--- config.mk ---
export PLATFORM = sky130hd
export DESIGN_NAME = rx_port_fmt
export DESIGN_NICKNAME = d
export VERILOG_FILES = /design/src/rtl/rxf_pkg.sv /design/src/rtl/rxf_crc.sv /design/src/rtl/rxf_frame_ctl.sv /design/src/rtl/rxf_bitclk.sv /design/src/rtl/rx_port_fmt.sv
export SDC_FILE = /design/constraint.sdc
export NUM_CORES = 1
export LEC_CHECK = 0
export BUFFER_PORTS_ARGS = -buffer_cell sky130_fd_sc_hd__buf_2
export CORE_ASPECT_RATIO = 1.4
export CORE_MARGIN = 2
export CORE_UTILIZATION = 62
export CTS_BUF_LIST = sky130_fd_sc_hd__clkbuf_8
export DETAILED_ROUTE_END_ITERATION = 8
export GPL_ROUTABILITY_DRIVEN = 1
export PLACE_DENSITY = 0.93
export RECOVER_POWER = 25
export SYNTH_ARGS = -nofsm -noshare
export SYNTH_HDL_FRONTEND = slang
export SYNTH_SLANG_ARGS = --single-unit
--- constraint.sdc ---
create_clock -name clk -period 3.2 [get_ports clk]
set_clock_uncertainty 0.2 [all_clocks]
set_input_delay 0.96 -clock clk [delete_from_list [all_inputs] [get_ports clk]]
set_output_delay 0.96 -clock clk [all_outputs]
set_load 0.01 [all_outputs]
--- src/rtl/rxf_pkg.sv ---
package rxf_pkg;
   typedef enum logic [1:0] {
      PH_IDLE = 2'd0,
      PH_HDR  = 2'd1,
      PH_PAY  = 2'd2
   } rxf_phase_e;

   localparam logic [15:0] RXF_CCITT_POLY = 16'h1021;
endpackage

--- src/rtl/rxf_crc.sv ---
module rxf_crc #(
   parameter int W = 16,
   parameter logic [W-1:0] POLY = W'(16'h1021)
)(
   input  logic         clk,
   input  logic         rst_n,
   input  logic         init,
   input  logic         en,
   input  logic         din,
   output logic [W-1:0] crc
);
   logic         fb;
   logic [W-1:0] crc_nxt;

   always_comb begin
      fb      = crc[W-1] ^ din;
      crc_nxt = {crc[W-2:0], 1'b0} ^ (fb ? POLY : '0);
   end

   always_ff @(posedge clk or negedge rst_n) begin
      if (!rst_n)    crc <= '1;
      else if (init) crc <= '1;
      else if (en)   crc <= crc_nxt;
   end
endmodule

--- src/rtl/rxf_frame_ctl.sv ---
module rxf_frame_ctl
   import rxf_pkg::*;
#(
   parameter int W = 16
)(
   input  logic         clk,
   input  logic         rst_n,
   input  logic         rx_en,
   input  logic         sfd_det,
   input  logic         bit_vld,
   input  logic         bit_in,
   input  logic         hdr_err,
   input  logic         crc_flag,
   input  logic [W-1:0] crc_calc,
   output logic         strobe,
   output logic         accept,
   output logic         hdr_upd,
   output logic         crc_init,
   output logic         clk_start,
   output logic         clk_stop
);
   localparam int CW = $clog2(W + 1);
   localparam logic [CW-1:0] LAST = CW'(W - 1);

   rxf_phase_e   ph_q;
   logic [CW-1:0] fcnt_q;
   logic [W-1:0]  fld_q, fld_nxt;
   logic          in_fld, fld_last, crc_bad, drop;

   always_comb begin
      accept    = strobe & bit_vld & rx_en & ~hdr_err & ~sfd_det;
      in_fld    = accept & (ph_q == PH_HDR) & crc_flag;
      hdr_upd   = accept & (ph_q == PH_HDR) & ~crc_flag;
      fld_nxt   = {fld_q[W-2:0], bit_in};
      fld_last  = in_fld & (fcnt_q == LAST);
      crc_bad   = fld_last & (fld_nxt != ~crc_calc);
      drop      = ~rx_en | (strobe & hdr_err & ~sfd_det) | crc_bad;
      crc_init  = rx_en & sfd_det;
      clk_start = accept & ~in_fld;
      clk_stop  = drop | sfd_det | in_fld;
   end

   always_ff @(posedge clk or negedge rst_n) begin
      if (!rst_n) begin
         strobe <= 1'b0;
         ph_q   <= PH_IDLE;
         fcnt_q <= '0;
         fld_q  <= '0;
      end else if (!rx_en) begin
         strobe <= 1'b0;
         ph_q   <= PH_IDLE;
      end else if (sfd_det) begin
         strobe <= 1'b1;
         ph_q   <= PH_HDR;
         fcnt_q <= '0;
         fld_q  <= '0;
      end else if (strobe && hdr_err) begin
         strobe <= 1'b0;
         ph_q   <= PH_IDLE;
      end else if (in_fld) begin
         fld_q  <= fld_nxt;
         fcnt_q <= fcnt_q + 1'b1;
         if (fld_last) begin
            if (crc_bad) begin
               strobe <= 1'b0;
               ph_q   <= PH_IDLE;
            end else begin
               ph_q   <= PH_PAY;
            end
         end
      end
   end


   strobe_rise_chk: assert property (@(posedge clk) disable iff (!rst_n)
      (!strobe && !(rx_en && sfd_det)) |=> !strobe);

   standby_chk: assert property (@(posedge clk) disable iff (!rst_n)
      !rx_en |=> (!strobe && ph_q == PH_IDLE));

   hdr_err_drop_chk: assert property (@(posedge clk) disable iff (!rst_n)
      (strobe && rx_en && hdr_err && !sfd_det) |=> !strobe);

   crc_pass_chk: assert property (@(posedge clk) disable iff (!rst_n)
      (fld_last && !crc_bad && rx_en) |=> (strobe && ph_q == PH_PAY));

   restart_chk: assert property (@(posedge clk) disable iff (!rst_n)
      (rx_en && sfd_det) |=> (strobe && ph_q == PH_HDR && fcnt_q == '0));
endmodule

--- src/rtl/rxf_bitclk.sv ---
module rxf_bitclk #(
   parameter int HALF_W = 8
)(
   input  logic              clk,
   input  logic              rst_n,
   input  logic [HALF_W-1:0] half_len,
   input  logic              start,
   input  logic              stop,
   output logic              clk_raw
);
   localparam int CW = HALF_W + 1;

   logic [CW-1:0] cnt_q;

   always_ff @(posedge clk or negedge rst_n) begin
      if (!rst_n)              cnt_q <= '0;
      else if (stop)           cnt_q <= '0;
      else if (start)          cnt_q <= {half_len, 1'b0};
      else if (cnt_q != '0)    cnt_q <= cnt_q - 1'b1;
   end

   assign clk_raw = (cnt_q != '0) && (cnt_q <= {1'b0, half_len});


   half_len_nz_chk: assert property (@(posedge clk) disable iff (!rst_n)
      start |-> (half_len != '0));

   stop_low_chk: assert property (@(posedge clk) disable iff (!rst_n)
      stop |=> !clk_raw);
endmodule

--- src/rtl/rx_port_fmt.sv ---
module rx_port_fmt #(
   parameter int HALF_W = 8,
   parameter int CRC_W  = 16,
   parameter logic [CRC_W-1:0] CRC_POLY = CRC_W'(rxf_pkg::RXF_CCITT_POLY),
   parameter bit POL_CFG = 1'b1
)(
   input  logic              clk,
   input  logic              rst_n,
   input  logic              rx_en,
   input  logic              sfd_det,
   input  logic              bit_vld,
   input  logic              bit_in,
   input  logic              hdr_err,
   input  logic              crc_flag,
   input  logic [HALF_W-1:0] half_len,
   input  logic              clk_inv,
   output logic              rx_data,
   output logic              rx_bitclk,
   output logic              rx_frame
);
   generate
      if (HALF_W < 1 || HALF_W > 24) begin : g_bad_half
         $error("rx_port_fmt: HALF_W out of range");
      end
      if (CRC_W < 8 || CRC_W > 32) begin : g_bad_crc
         $error("rx_port_fmt: CRC_W out of range");
      end
   endgenerate

   logic             accept, hdr_upd, crc_init, clk_start, clk_stop, clk_raw;
   logic [CRC_W-1:0] crc_val;

   rxf_crc #(.W(CRC_W), .POLY(CRC_POLY)) u_crc (
      .clk(clk), .rst_n(rst_n), .init(crc_init), .en(hdr_upd),
      .din(bit_in), .crc(crc_val)
   );

   rxf_frame_ctl #(.W(CRC_W)) u_ctl (
      .clk(clk), .rst_n(rst_n), .rx_en(rx_en), .sfd_det(sfd_det),
      .bit_vld(bit_vld), .bit_in(bit_in), .hdr_err(hdr_err),
      .crc_flag(crc_flag), .crc_calc(crc_val), .strobe(rx_frame),
      .accept(accept), .hdr_upd(hdr_upd), .crc_init(crc_init),
      .clk_start(clk_start), .clk_stop(clk_stop)
   );

   rxf_bitclk #(.HALF_W(HALF_W)) u_clk (
      .clk(clk), .rst_n(rst_n), .half_len(half_len),
      .start(clk_start), .stop(clk_stop), .clk_raw(clk_raw)
   );

   always_ff @(posedge clk or negedge rst_n) begin
      if (!rst_n)      rx_data <= 1'b0;
      else if (accept) rx_data <= bit_in;
   end

   generate
      if (POL_CFG) begin : g_pol_prog
         assign rx_bitclk = clk_raw ^ clk_inv;
      end else begin : g_pol_fixed
         assign rx_bitclk = clk_raw;
      end
   endgenerate


   data_hold_chk: assert property (@(posedge clk) disable iff (!rst_n)
      !accept |=> $stable(rx_data));

   clk_in_frame_chk: assert property (@(posedge clk) disable iff (!rst_n)
      clk_raw |-> rx_frame);
endmodule

== After elaboration in Yosys (flattened, before gate mapping) ==
Cells that the tools add are included.

* Word-level logic and storage cells: 76
* Output and inout bits: 3
* Input port bits: 17
* Register bits after elaboration: 49

* Add/sub/neg operators: 2
* Equality and inequality tests: 7
* Order comparisons: 1
* Mux-type cells: 24
* Reduce and logical (&&, ||, !) cells: 9
* Bitwise operators: 26

{| class="wikitable"
|+ Operators with widths
! operator !! number
|-
| 2-to-1 mux 15 bit || 3
|-
| 2-to-1 mux 16 bit || 2
|-
| 2-to-1 mux 9 bit || 3
|-
| inequality test 16 bit || 1
|-
| inverter 16 bit || 1
|-
| XOR 16 bit || 1
|-
| 2-to-1 mux 5 bit || 3
|-
| bitwise AND 1 bit || 13
|-
| 2-to-1 mux 13 bit || 1
|-
| 2-to-1 mux 2 bit || 6
|-
| inequality test 4 x 1 -> 1 bit, second input constant || 3
|-
| less-or-equal comparator 9 x 8 -> 1 bit || 1
|-
| nonzero test 9 bit || 1
|-
| subtractor 9 x 1 -> 9 bit, second input constant || 1
|-
| 2-to-1 mux 1 bit || 6
|-
| AND reduction 3 bit || 2
|-
| adder 5 x 1 -> 5 bit, second input constant || 1
|-
| equality test 5 x 4 -> 1 bit, second input constant || 1
|-
| inverter 1 bit || 5
|-
| bitwise OR 1 bit || 4
|-
| nonzero test 2 bit || 2
|-
| nonzero test 3 bit || 1
|-
| equality test 2 x 1 -> 1 bit, second input constant || 1
|-
| logical AND 1 bit || 2
|-
| other kinds (3) || 4
|}

== Depth between registers and ports, before layout ==
Gate-level depths: netlist (run 1).

* Depth after elaboration: 14
* Mapped depth: 7
* Gate-level depth less buffers: 6

== Cells and area by module ==
From an unflattened synthesis (run 1), not the netlist that was laid out.

* Cells, all modules: 277
* Area total of the unflattened synthesis: 2797.7 um^2

{| class="wikitable"
|+ Modules (own cells, without submodules)
! module !! cells each !! sequential area each (um^2) !! area each (um^2) !! instances
|-
| rxf_frame_ctl || 136 || 575.6 || 1252.5 || 1
|-
| rxf_bitclk || 82 || 225.2 || 755.7 || 1
|-
| rxf_crc || 56 || 420.4 || 740.7 || 1
|-
| rx_port_fmt || 3 || 25.0 || 48.8 || 1
|}

== Worst setup path before layout (run 1) ==
OpenSTA, ideal clock, no wires.

* Path kind: input -> output
* Start point: input half_len[6]
* End point: output rx_bitclk
* Required time: 2.040 ns
* Setup slack: -0.090 ns
* Arrival: 2.130 ns
* Stages: 6
* Path buffers: 0
* Cell sequence: inv_1 > ha_1 > nand4_1 > o22a_1 > or4_1 > nand4_1

* Longest elaborated chain between the ends: 3

{| class="wikitable"
|+ RTL lines
! item !! RTL line !! text
|-
| from (decl) || rx_port_fmt.sv:15 || <nowiki>input logic [HALF_W-1:0] half_len,</nowiki>
|-
| less-or-equal comparator 9 x 8 -> 1 bit || rxf_bitclk.sv:22 || <nowiki>assign clk_raw = (cnt_q != '0) && (cnt_q <= {1'b0, half_len});</nowiki>
|-
| logical AND 1 bit || rxf_bitclk.sv:22 ||
|-
| XOR 1 bit || rx_port_fmt.sv:58 || <nowiki>assign rx_bitclk = clk_raw ^ clk_inv;</nowiki>
|-
| to (decl) || rx_port_fmt.sv:18 || <nowiki>output logic rx_bitclk,</nowiki>
|}

No other way between the ends.

== Worst setup path after layout (run 1) ==
* Start point: input half_len[1]
* End point: output rx_bitclk

The elaborated chain is that of the path after synthesis.

==> results of run 1 <==
registers in the layout, summed over array words and instances, names as in the netlist:
name and flops:
u_crc.crc 16, u_ctl.fld_q 15, u_clk.cnt_q 9, u_ctl.fcnt_q 5, u_ctl.ph_q 2, rx_data 1, u_ctl.strobe 1
what timing repair did:
action	4_1_cts	5_1_grt
setup endpoints to repair	1	1
gates resized for setup	10	10
setup buffers	0	0
per-layer routing:
metal / routed length [um] / share of wire
met1: 2410 / 0.39
met5: 0 / 0
met3: 214 / 0.035
met4: 218 / 0.035
met2: 3360 / 0.54
layout make-up:
class                           instances  area share
Inverter                               11      0.0147
Clock buffer                            7      0.0307
Timing Repair Buffer                   34      0.0777
Tap cell                               45      0.0179
Clock inverter                          1     0.00159
Sequential cell                        49       0.397
Multi-Input combinational cell        210       0.460
layout by cell type (no fill, tap or decap), types with 4 or more instances in the layout:
cell	count
nand2_1	56
dfrtp_1	33
xnor2_1	22
o21ai_0	21
dfstp_2	16
mux2i_1	15
buf_4	14
buf_2	12
nand3_1	11
nor2_1	9
a21oi_1	8
ha_4	7
clkbuf_8	7
inv_1	6
nor4_1	6
buf_6	5
nand4_1	4
a211oi_1	4
nand3b_1	4
ha_1	4
cell families after synthesis:
group / Yosys count
buffers and inverters: 22
xor gates and xnor gates: 24
AOI/OAI and AO/OA: 50
muxes: 16
DFF: 49
and+or+nand+nor: 109
adders and majority gates: 11
worst reg2reg max path: stages, from the launching register on:
cell	delay, ns
dfrtp_1	0.48
inv_1	0.09
ha_1	0.26
nor4b_1	0.42
nand3b_1	0.32
o311ai_0	0.40
a21oi_1	0.09
cell usage after synthesis, types with 4 or more instances:
cell and instances:
nand2_1 56, inv_1 11, nor4_1 6, nand3b_1 4
mux2i_1 15, nor2_1 9, a211oi_1 4, ha_1 11
dfrtp_1 33, nand4_1 4, o21ai_0 22, xnor2_1 22
nand3_1 11, dfstp_2 16, a21oi_1 8
metrics by stage:
stage / setup TNS, ns / instance area, um2
global route: -0.304 / 3140
finish: -0.312 / 3140
global placement: -0.252 / 2920
floorplan: -0.0429 / 2730
CTS: -0.274 / 3090
detailed placement: -0.298 / 2920
power by group through the flow:
stage                     clock (mW)  sequential (mW)  combinational, mW
after floorplan                    0            0.721              0.509
after global placement             0            0.721              0.693
after detailed placement           0            0.721              0.712
after CTS                      0.399            0.717              0.733
after global routing           0.422            0.732              0.832
final                          0.395            0.729              0.767
how the worst max path moves through the flow:
| stage | start | to | slack (ns) | cells past startpoint |
|---|---|---|---|---|
| detailed placement | half_len[4] | rx_bitclk | -0.30 | 8 |
| global placement | half_len[7] | rx_bitclk | -0.25 | 8 |
| CTS | half_len[4] | rx_bitclk | -0.27 | 8 |
| global route | half_len[6] | rx_bitclk | -0.30 | 8 |
| finish | half_len[1] | rx_bitclk | -0.31 | 8 |
| floorplan | half_len[4] | rx_bitclk | -0.04 | 6 |
==> flow_summary.toml, run 1 <==
[status]
status = "complete, but fails checks"
violations = "setup timing"

[cells_and_area]
layoutNonFillerInstCount = 357
multi_input_area_um2 = 1450
diodes = 0
regArea_um2 = 1250
finish.utilization = 0.747
layout.nets = 339
drive_gt1_frac = 0.237
area_growth_pct = 15.6
fillers = 270

[critical_path]
crit_family = "simple AND/OR/NAND/NOR gates"
arrival_ns = 2.35
crit_slowest_cell = "or4_1"
crit_chain = "buf_2 -> inv_1 -> ha_4 -> nand4_1 -> o22a_1 -> or4_1 -> nand4_1 -> buf_2"
cp_max_fo = 2
cp.required_ns = 2.04
critical-path-max-stage-delay_ns = 0.42
crit_type = "input port to output port"
reg2reg_depth = 6
regToRegEndpoint = "u_clk.cnt_q[1]$_DFFE_PN0P_"
crit_buf_inv = 3
end_kind = "output port"
critPathLaunchType = "input port"
worstReg2RegStart = "u_clk.cnt_q[1]$_DFFE_PN0P_"
reg2reg_slack_ns = 0.82

[min_path]
hold_path_class = "flip-flop to flip-flop"
min_path_cells = 1
min_from = "rx_data$_DFFE_PN0P_"
hold_end = "rx_data$_DFFE_PN0P_"

[synthesis]
synthSimpleGateAreaFrac = 0.196
synth_area_um2 = 2720
syn_avg_cell_area_um2 = 9.67
ys_top_cells_by_area = "dfrtp_1, dfstp_2, nand2_1"
synth_fa_ha_area_frac = 0.0507
seq_area_frac_synth = 0.459
synth-warning-count = 0
synth_fp_nets = 309
synth_top_area_share = 0.304
ys_async_sr_fraction = 1.00
synth_compound_gate_area_share = 0.117
netlist_instances = 281
synth_cell_types = 46
synth_edf_count = 0
synthXorXnorAreaFrac = 0.0774
synth_top_cell_by_area = "dfrtp_1"
synth.ff_latch_count = 49
muxShareOfSynthArea = 0.0594
synth_top_family_by_area = "simple AND/OR/NAND/NOR gates"
synthFlopType = "dfrtp_1"

[detailed_routing]
via_count = 2141
postRouteAntennaNets = 0
drc = 0
routed_wl_um = 6200
drtPass1Iterations = 4
drt_first_iter_violations = 129
wl_per_cell_um = 17.4
vias_per_cell = 6.00

[timing]
max_freq_mhz = 285
worst_slack_ns = -0.312
finalMaxSlewViolations = 0
max-slew-margin-rel = 0.294
worst_slew_pin_slew_ns = 1.06
min_period_ns = 3.51
hold_viol = 0
rsz0062_at_grt = "yes"
setup_viol = 1
final_min_period_over_clock_period = 1.10
timing.hold.ws_ns = 0.314

[power_and_ir_drop]
clkPwrFrac = 0.209
power_frac_comb = 0.406
totalPowerFinal_mw = 1.89
ir_worst_vdd_v = 0.000389
power.switching_uw = 669
power-per-cell-area_nw_per_um2 = 602
switching_share = 0.354
pwr-share-seq = 0.385
leakage_nw = 1.42
internal_power_mw = 1.22

[floorplanning]
rows = 28
die_w_um = 59.9
coreArea_um2 = 4200
die_h_um = 82.3
dieArea_um2 = 4930
io-pin-count = 20
initial_core_util = 0.646

[cts]
cts.path.max_buffers = 2
cts_max_level = 2
clock-sinks = 49
cts-buffers-inserted = 5
clk_latency_ns = 0.30
clock-root-buffer = "clkbuf_8"
cts.clk_slew.worst_paths_ns = 0.09
ctsHoldBuffers = 0
cts_tree = "done"

[grt]
grt_max_degree = 35
antenna_found_initial = 0
gr-usage-met2 = 0.482
grt_pass1_wl_um = 9680
grt_usage = 0.267
grt_busiest_layer = "met2"
grt_use_met1 = 0.299
use_met3 = 0.0436
grt_overflow = 0
grt_pass1_vias = 2152

[placement]
dp_slack_ns = -0.298
routabilityCongestion = 0.941
dpl.cell_count = 349
io_buffers = 19
dp_hpwl_um = 4180

[job]
maxCapViolCount = 0
No activity file was read; power rests on OpenSTA's default activity.
==> run 2, diff against run 1 <==
--- a/config.mk
+++ b/config.mk
@@ -14,6 +14,7 @@
 export GPL_ROUTABILITY_DRIVEN = 1
 export PLACE_DENSITY = 0.93
 export RECOVER_POWER = 25
+export SKIP_LAST_GASP = 1
 export SYNTH_ARGS = -nofsm -noshare
 export SYNTH_HDL_FRONTEND = slang
 export SYNTH_SLANG_ARGS = --single-unit
==> run 2 against run 1 <==
Count of clock-buffer cells in the layout did not move. Clock power about the same. Via count decreased by 1.2%. The flow still finishes with violations (setup timing). Sequential power shrank 2%. Cell count stayed put. Combinational power fell by 6.4%. Design area decreased by 3.9%. Critical path depth is the same. Largest power group unchanged. Global-route usage down 0.62 points. Utilization down 2.9 points.
==> flow_summary.toml, run 2 (synthesis gave the netlist of run 1 again) <==
[status]
status = "complete, but fails checks"
violations = "setup timing"

[detailed_routing]
via_count = 2116
routed_wl_um = 5710
drt_first_iter_violations = 101
drtPass1Iterations = 4
drc = 0
wl_per_cell_um = 16.0
postRouteAntennaNets = 0
vias_per_cell = 5.93

[grt]
grt_max_degree = 35
grt_pass1_wl_um = 9460
grt_pass1_vias = 2097
grt_usage = 0.260
grt_overflow = 0
antenna_found_initial = 0

[cts]
cts_max_level = 2
clock-sinks = 49
cts.clk_slew.worst_paths_ns = 0.09
clock-root-buffer = "clkbuf_8"
cts_resized = 0
clk_latency_ns = 0.30
cts.path.max_buffers = 2
cts_tree = "done"
cts-buffers-inserted = 5

[critical_path]
crit_slowest_cell = "or4_1"
crit_chain = "buf_2 -> inv_1 -> ha_1 -> nand4_1 -> o22a_1 -> or4_1 -> nand4_1 -> buf_2"
end_kind = "output port"
cp.required_ns = 2.04
critPathLaunchType = "input port"
critical-path-max-stage-delay_ns = 0.40
cp_max_fo = 3
arrival_ns = 2.35
crit_type = "input port to output port"

[floorplanning]
initial_core_util = 0.646
die_h_um = 82.3
io-pin-count = 20
dieArea_um2 = 4930
coreArea_um2 = 4200
die_w_um = 59.9
rows = 28

[cells_and_area]
final_common_cell = "nand2_1"
layoutNonFillerInstCount = 357
fillers = 292
fin_area_um2 = 3020
final_cell_mix = "nand2_1, dfrtp_1, xnor2_1"
diodes = 0
reg.largest.list = "u_crc.crc (16), u_ctl.fld_q (15), u_clk.cnt_q (9)"
regMostFlops = "u_crc.crc"
layout.nets = 339
largest_reg_flops = 16
multi_input_area_um2 = 1370
drive_gt1_frac = 0.202
area_growth_pct = 11.1
regArea_um2 = 1250

[power_and_ir_drop]
leakage_nw = 1.41
ir_worst_vdd_v = 0.000384
power-per-cell-area_nw_per_um2 = 604

[timing]
rsz0062_at_grt = "yes"
max_freq_mhz = 285
timing.hold.ws_ns = 0.313
setup_viol = 1
worst_slack_ns = -0.310
min_period_ns = 3.51
final_min_period_over_clock_period = 1.10
finalSetupTns_ns = -0.310
finalMaxSlewViolations = 0
hold_viol = 0
worst_slew_pin_slew_ns = 1.05
max-slew-margin-rel = 0.298

[placement]
io_buffers = 19
routabilityCongestion = 0.941
place_area_um2 = 2920
dpl.cell_count = 349
dp_slack_ns = -0.298
dp_hpwl_um = 4180

[job]
maxCapViolCount = 0

[min_path]
hold_path_class = "flip-flop to flip-flop"
[run 2: metal layers]
layer | routed length, um | track usage | up-vias | part of all wire
met1 | 2280 | 0.295 | 999 | 0.40
li1 | - | - | 1035 | -
met2 | 3050 | 0.475 | 63 | 0.53
met5 | 0 | 0 | - | 0
met3 | 213 | 0.0436 | 19 | 0.037
met4 | 167 | 0.104 | 0 | 0.029
[run 2: power breakdown]
| part | switching (mW) | internal, mW |
|---|---|---|
| Combinational | 0.388 | 0.331 |
| Sequential | 0.0480 | 0.663 |
| Clock | 0.199 | 0.196 |
| Total | 0.635 | 1.19 |
[run 2: final timing paths]
check / startpoint / endpoint / slack (ns) / cells after the start
worst min register to register: rx_data$_DFFE_PN0P_ / rx_data$_DFFE_PN0P_ / 0.31 / 1
max in group asynchronous: rst_n / u_ctl.fcnt_q[2]$_DFFE_PN0P_ / 1.00 / 2
min in group asynchronous: rst_n / u_ctl.fld_q[8]$_DFFE_PN0P_ / 0.62 / 1
worst max register to register: u_clk.cnt_q[0]$_DFFE_PN0P_ / u_clk.cnt_q[1]$_DFFE_PN0P_ / 0.83 / 6
worst max-delay path: half_len[5] / rx_bitclk / -0.31 / 8
worst min-delay path: rx_data$_DFFE_PN0P_ / rx_data$_DFFE_PN0P_ / 0.31 / 1
[run 2: critical path, delay by kind of cell]
kind / cells / cell delay (ns)
buffers and inverters: 3 / 0.26
adders and majority gates: 1 / 0.28
AOI/OAI and AO/OA: 1 / 0.22
and+or+nand+nor: 3 / 0.63
[run 2: per-stage QoR]
stage / util / power (mW)
detailed placement: 0.695 / 1.43
CTS: 0.719 / 1.82
floorplan: - / 1.23
global route: 0.718 / 1.93
finish: 0.718 / 1.82
global placement: 0.695 / 1.41
[run 2: layout make-up]
| class | count | share of cell area |
|---|---|---|
| well taps | 45 | 0.0187 |
| multi-input cells | 210 | 0.454 |
| inverters | 11 | 0.0137 |
| clock inverters | 1 | 0.00166 |
| repair buffers | 34 | 0.0672 |
| flip-flops and latches | 49 | 0.413 |
| clock buffers | 7 | 0.0319 |
[run 2: repair_timing]
item                       in CTS  in global routing
hold endpoints to repair        0                  0
setup buffers                   0                  0
hold buffers                    0                  0
setup endpoints to repair       1                  1
==> run 3, diff against run 2 <==
--- a/config.mk
+++ b/config.mk
@@ -17,4 +17,5 @@
 export SKIP_LAST_GASP = 1
 export SYNTH_ARGS = -nofsm -noshare
 export SYNTH_HDL_FRONTEND = slang
+export SYNTH_HIERARCHICAL = 1
 export SYNTH_SLANG_ARGS = --single-unit
==> run 3 against run 2 <==
The run still ends with setup timing left. Synthesized cell count is 1.4% lower. Critical path depth is 1 higher. Die area is 2.8% higher. Global-route usage is 0.83 points lower. Largest cell class unchanged. Largest power group unchanged.
==> flow_summary.toml, run 3 <==
[detailed_routing]
wl_per_cell_um = 15.5
routed_wl_um = 5740
vias_per_cell = 5.82
drc = 0
via_count = 2154
drt_first_iter_violations = 124
postRouteAntennaNets = 0
drtPass1Iterations = 4

[critical_path]
reg2reg_depth = 7
worstReg2RegStart = "u_ctl/strobe$_DFFE_PN0P_"
crit_slowest_cell = "a211oi_2"
arrival_ns = 2.37
crit_family = "compound AO/OA/AOI/OAI gates"
cp_max_fo = 2
reg2reg_slack_ns = 1.06
crit_type = "input port to output port"
crit_buf_inv = 3
cp.required_ns = 2.04
critPathLaunchType = "input port"
regToRegEndpoint = "u_clk/cnt_q[4]$_DFFE_PN0P_"
end_kind = "output port"
crit_chain = "buf_8 -> inv_8 -> ha_4 -> a21o_1 -> a31oi_2 -> a22oi_1 -> a211oi_2 -> xor2_1 -> buf_2"
critical-path-max-stage-delay_ns = 0.26

[grt]
grt_pass1_wl_um = 9740
grt_usage = 0.252
grt_max_degree = 50
grt_pass1_vias = 2284
antenna_found_initial = 0
grt_overflow = 0

[power_and_ir_drop]
ir_worst_vdd_v = 0.000338
pwr-share-seq = 0.376
clkPwrFrac = 0.222
power.switching_uw = 663
leakage_nw = 1.45
totalPowerFinal_mw = 1.99
switching_share = 0.333
power_frac_comb = 0.402
internal_power_mw = 1.33
power-per-cell-area_nw_per_um2 = 615

[placement]
dp_hpwl_um = 4190
routabilityCongestion = 0.866
io_buffers = 19

[cells_and_area]
final_cell_mix = "nand2_1, dfrtp_1, xor2_1, buf_2, o21ai_0"
layout.nets = 337
final_common_cell = "nand2_1"
fillers = 295
reg.largest.list = "u_crc/crc (16), u_ctl/fld_q (15), u_clk/cnt_q (9)"
drive_gt1_frac = 0.258
area_growth_pct = 15.7
regMostFlops = "u_crc/crc"
diodes = 0
largest_reg_flops = 16

[synthesis]
synthMostInstantiatedCell = "nand2_1"
synthFlopType = "dfrtp_1"
synth_fp_nets = 305
synth_compound_gate_area_share = 0.157
synthXorXnorAreaFrac = 0.0984
synth_top_family_by_area = "simple AND/OR/NAND/NOR gates"
ys_top_cells_by_area = "dfrtp_1, dfstp_2, nand2_1"
synth.ff_latch_count = 49
synthSimpleGateAreaFrac = 0.190
ys_async_sr_fraction = 1.00
seq_area_frac_synth = 0.445
synth-warning-count = 6
synth_edf_count = 0
synthTopCellsByCount = "nand2_1, dfrtp_1, o21ai_0, xor2_1"
synth_fa_ha_area_frac = 0.0492
muxShareOfSynthArea = 0.0197
synth_top_area_share = 0.295
netlist_instances = 277
syn_avg_cell_area_um2 = 10.1
synth_top_cell_by_area = "dfrtp_1"
synth_cell_types = 54
synth_area_um2 = 2800

[floorplanning]
die_h_um = 83.5
dieArea_um2 = 5070
die_w_um = 60.8
io-pin-count = 20
rows = 28
coreArea_um2 = 4270
initial_core_util = 0.655

[cts]
ctsHoldBuffers = 0
clock-sinks = 49
cts.clk_slew.worst_paths_ns = 0.08
clock-root-buffer = "clkbuf_8"
cts.path.max_buffers = 2
cts_max_level = 2
cts_tree = "done"
clk_latency_ns = 0.30
cts-buffers-inserted = 5

[timing]
finalMaxSlewViolations = 0
hold_viol = 0
finalSetupTns_ns = -0.329
worst_slack_ns = -0.329
final_min_period_over_clock_period = 1.10
max_freq_mhz = 283
timing.hold.ws_ns = 0.333
rsz0062_at_grt = "yes"
min_period_ns = 3.53
worst_slew_pin_slew_ns = 1.14
max-slew-margin-rel = 0.237
setup_viol = 1

[status]
status = "complete, but fails checks"
violations = "setup timing"

[min_path]
hold_end = "u_ctl/fld_q[13]$_DFFE_PN0P_"
hold_path_class = "flip-flop to flip-flop"
min_from = "u_ctl/fld_q[12]$_DFFE_PN0P_"
min_path_cells = 2

[job]
maxCapViolCount = 0
-- run 3: changes by cell type after synthesis, moves of 5 or more --
cell / before / now
nor2b_1: 0 / 17
nand3_1: 11 / 4
a211o_1: 0 / 17
xnor2_1: 22 / 8
nor2_1: 9 / 4
xor2_1: 2 / 18
mux2i_1: 15 / 4
nand2_1: 56 / 46
-- run 3: metal layers --
metal / vias to the layer above / track usage / wire (um)
li1: 1036 / - / -
met1: 1061 / 0.276 / 2200
met2: 39 / 0.444 / 3210
met3: 18 / 0.0419 / 147
met4: 0 / 0.128 / 178
met5: - / 0 / 0
-- run 3: timing repair --
item	4_1_cts	5_1_grt
hold endpoints to repair	0	0
setup endpoints to repair	1	1
buffers inserted	0	0
pin swaps	6	4
resized for setup	7	0
-- run 3: layout make-up --
class,instances,area (um2),share of cell area
tap,60,75.1,0.0232
clock buffer,6,82.6,0.0255
multi-input combinational,201,1500,0.463
timing repair buffer,35,223,0.0688
sequential,49,1250,0.385
inverter,17,76.3,0.0236
clock inverter,2,33.8,0.0104
-- run 3: power groups by stage --
stage / Clock [mW] / Combinational, mW / Sequential, mW
2_1_floorplan: 0 / 0.569 / 0.744
3_3_place_gp: 0 / 0.720 / 0.752
4_1_cts: 0.452 / 0.784 / 0.746
6_report: 0.442 / 0.799 / 0.748
5_1_grt: 0.475 / 0.885 / 0.755
3_5_place_dp: 0 / 0.752 / 0.757
-- run 3: worst max-delay path by stage --
stage / depth (start not counted) / slack [ns] / end / start
floorplan: 7 / -0.11 / rx_bitclk / half_len[6]
global placement: 9 / -0.37 / rx_bitclk / half_len[6]
detailed placement: 9 / -0.40 / rx_bitclk / half_len[6]
CTS: 9 / -0.34 / rx_bitclk / half_len[6]
global route: 9 / -0.40 / rx_bitclk / half_len[3]
finish: 9 / -0.33 / rx_bitclk / half_len[6]
-- run 3: worst register-to-register path: cells and delay by family, from the launching register on --
family	cells	cell delay [ns]
AND/OR/NAND/NOR	3	0.67
flip-flops	1	0.48
AO/OA/AOI/OAI	2	0.44
buffers and inverters	2	0.29
-- run 3: per-stage QoR --
stage / instance area [um2] / setup WS [ns] / util / instances
after CTS: 3240 / -0.342 / 0.758 / 370
after global routing: 3240 / -0.400 / 0.757 / 370
after detailed placement: 3090 / -0.405 / 0.723 / 362
after floorplan: 2830 / -0.111 / - / 277
final: 3240 / -0.329 / 0.757 / 370
after global placement: 3090 / -0.366 / 0.723 / 362
-- run 3: cells by family after synthesis --
family | count (synthesis)
compound gates | 58
simple gates | 99
mux | 5
buf+inv | 27
xor+xnor | 28
fa+ha+maj | 11
flops | 49
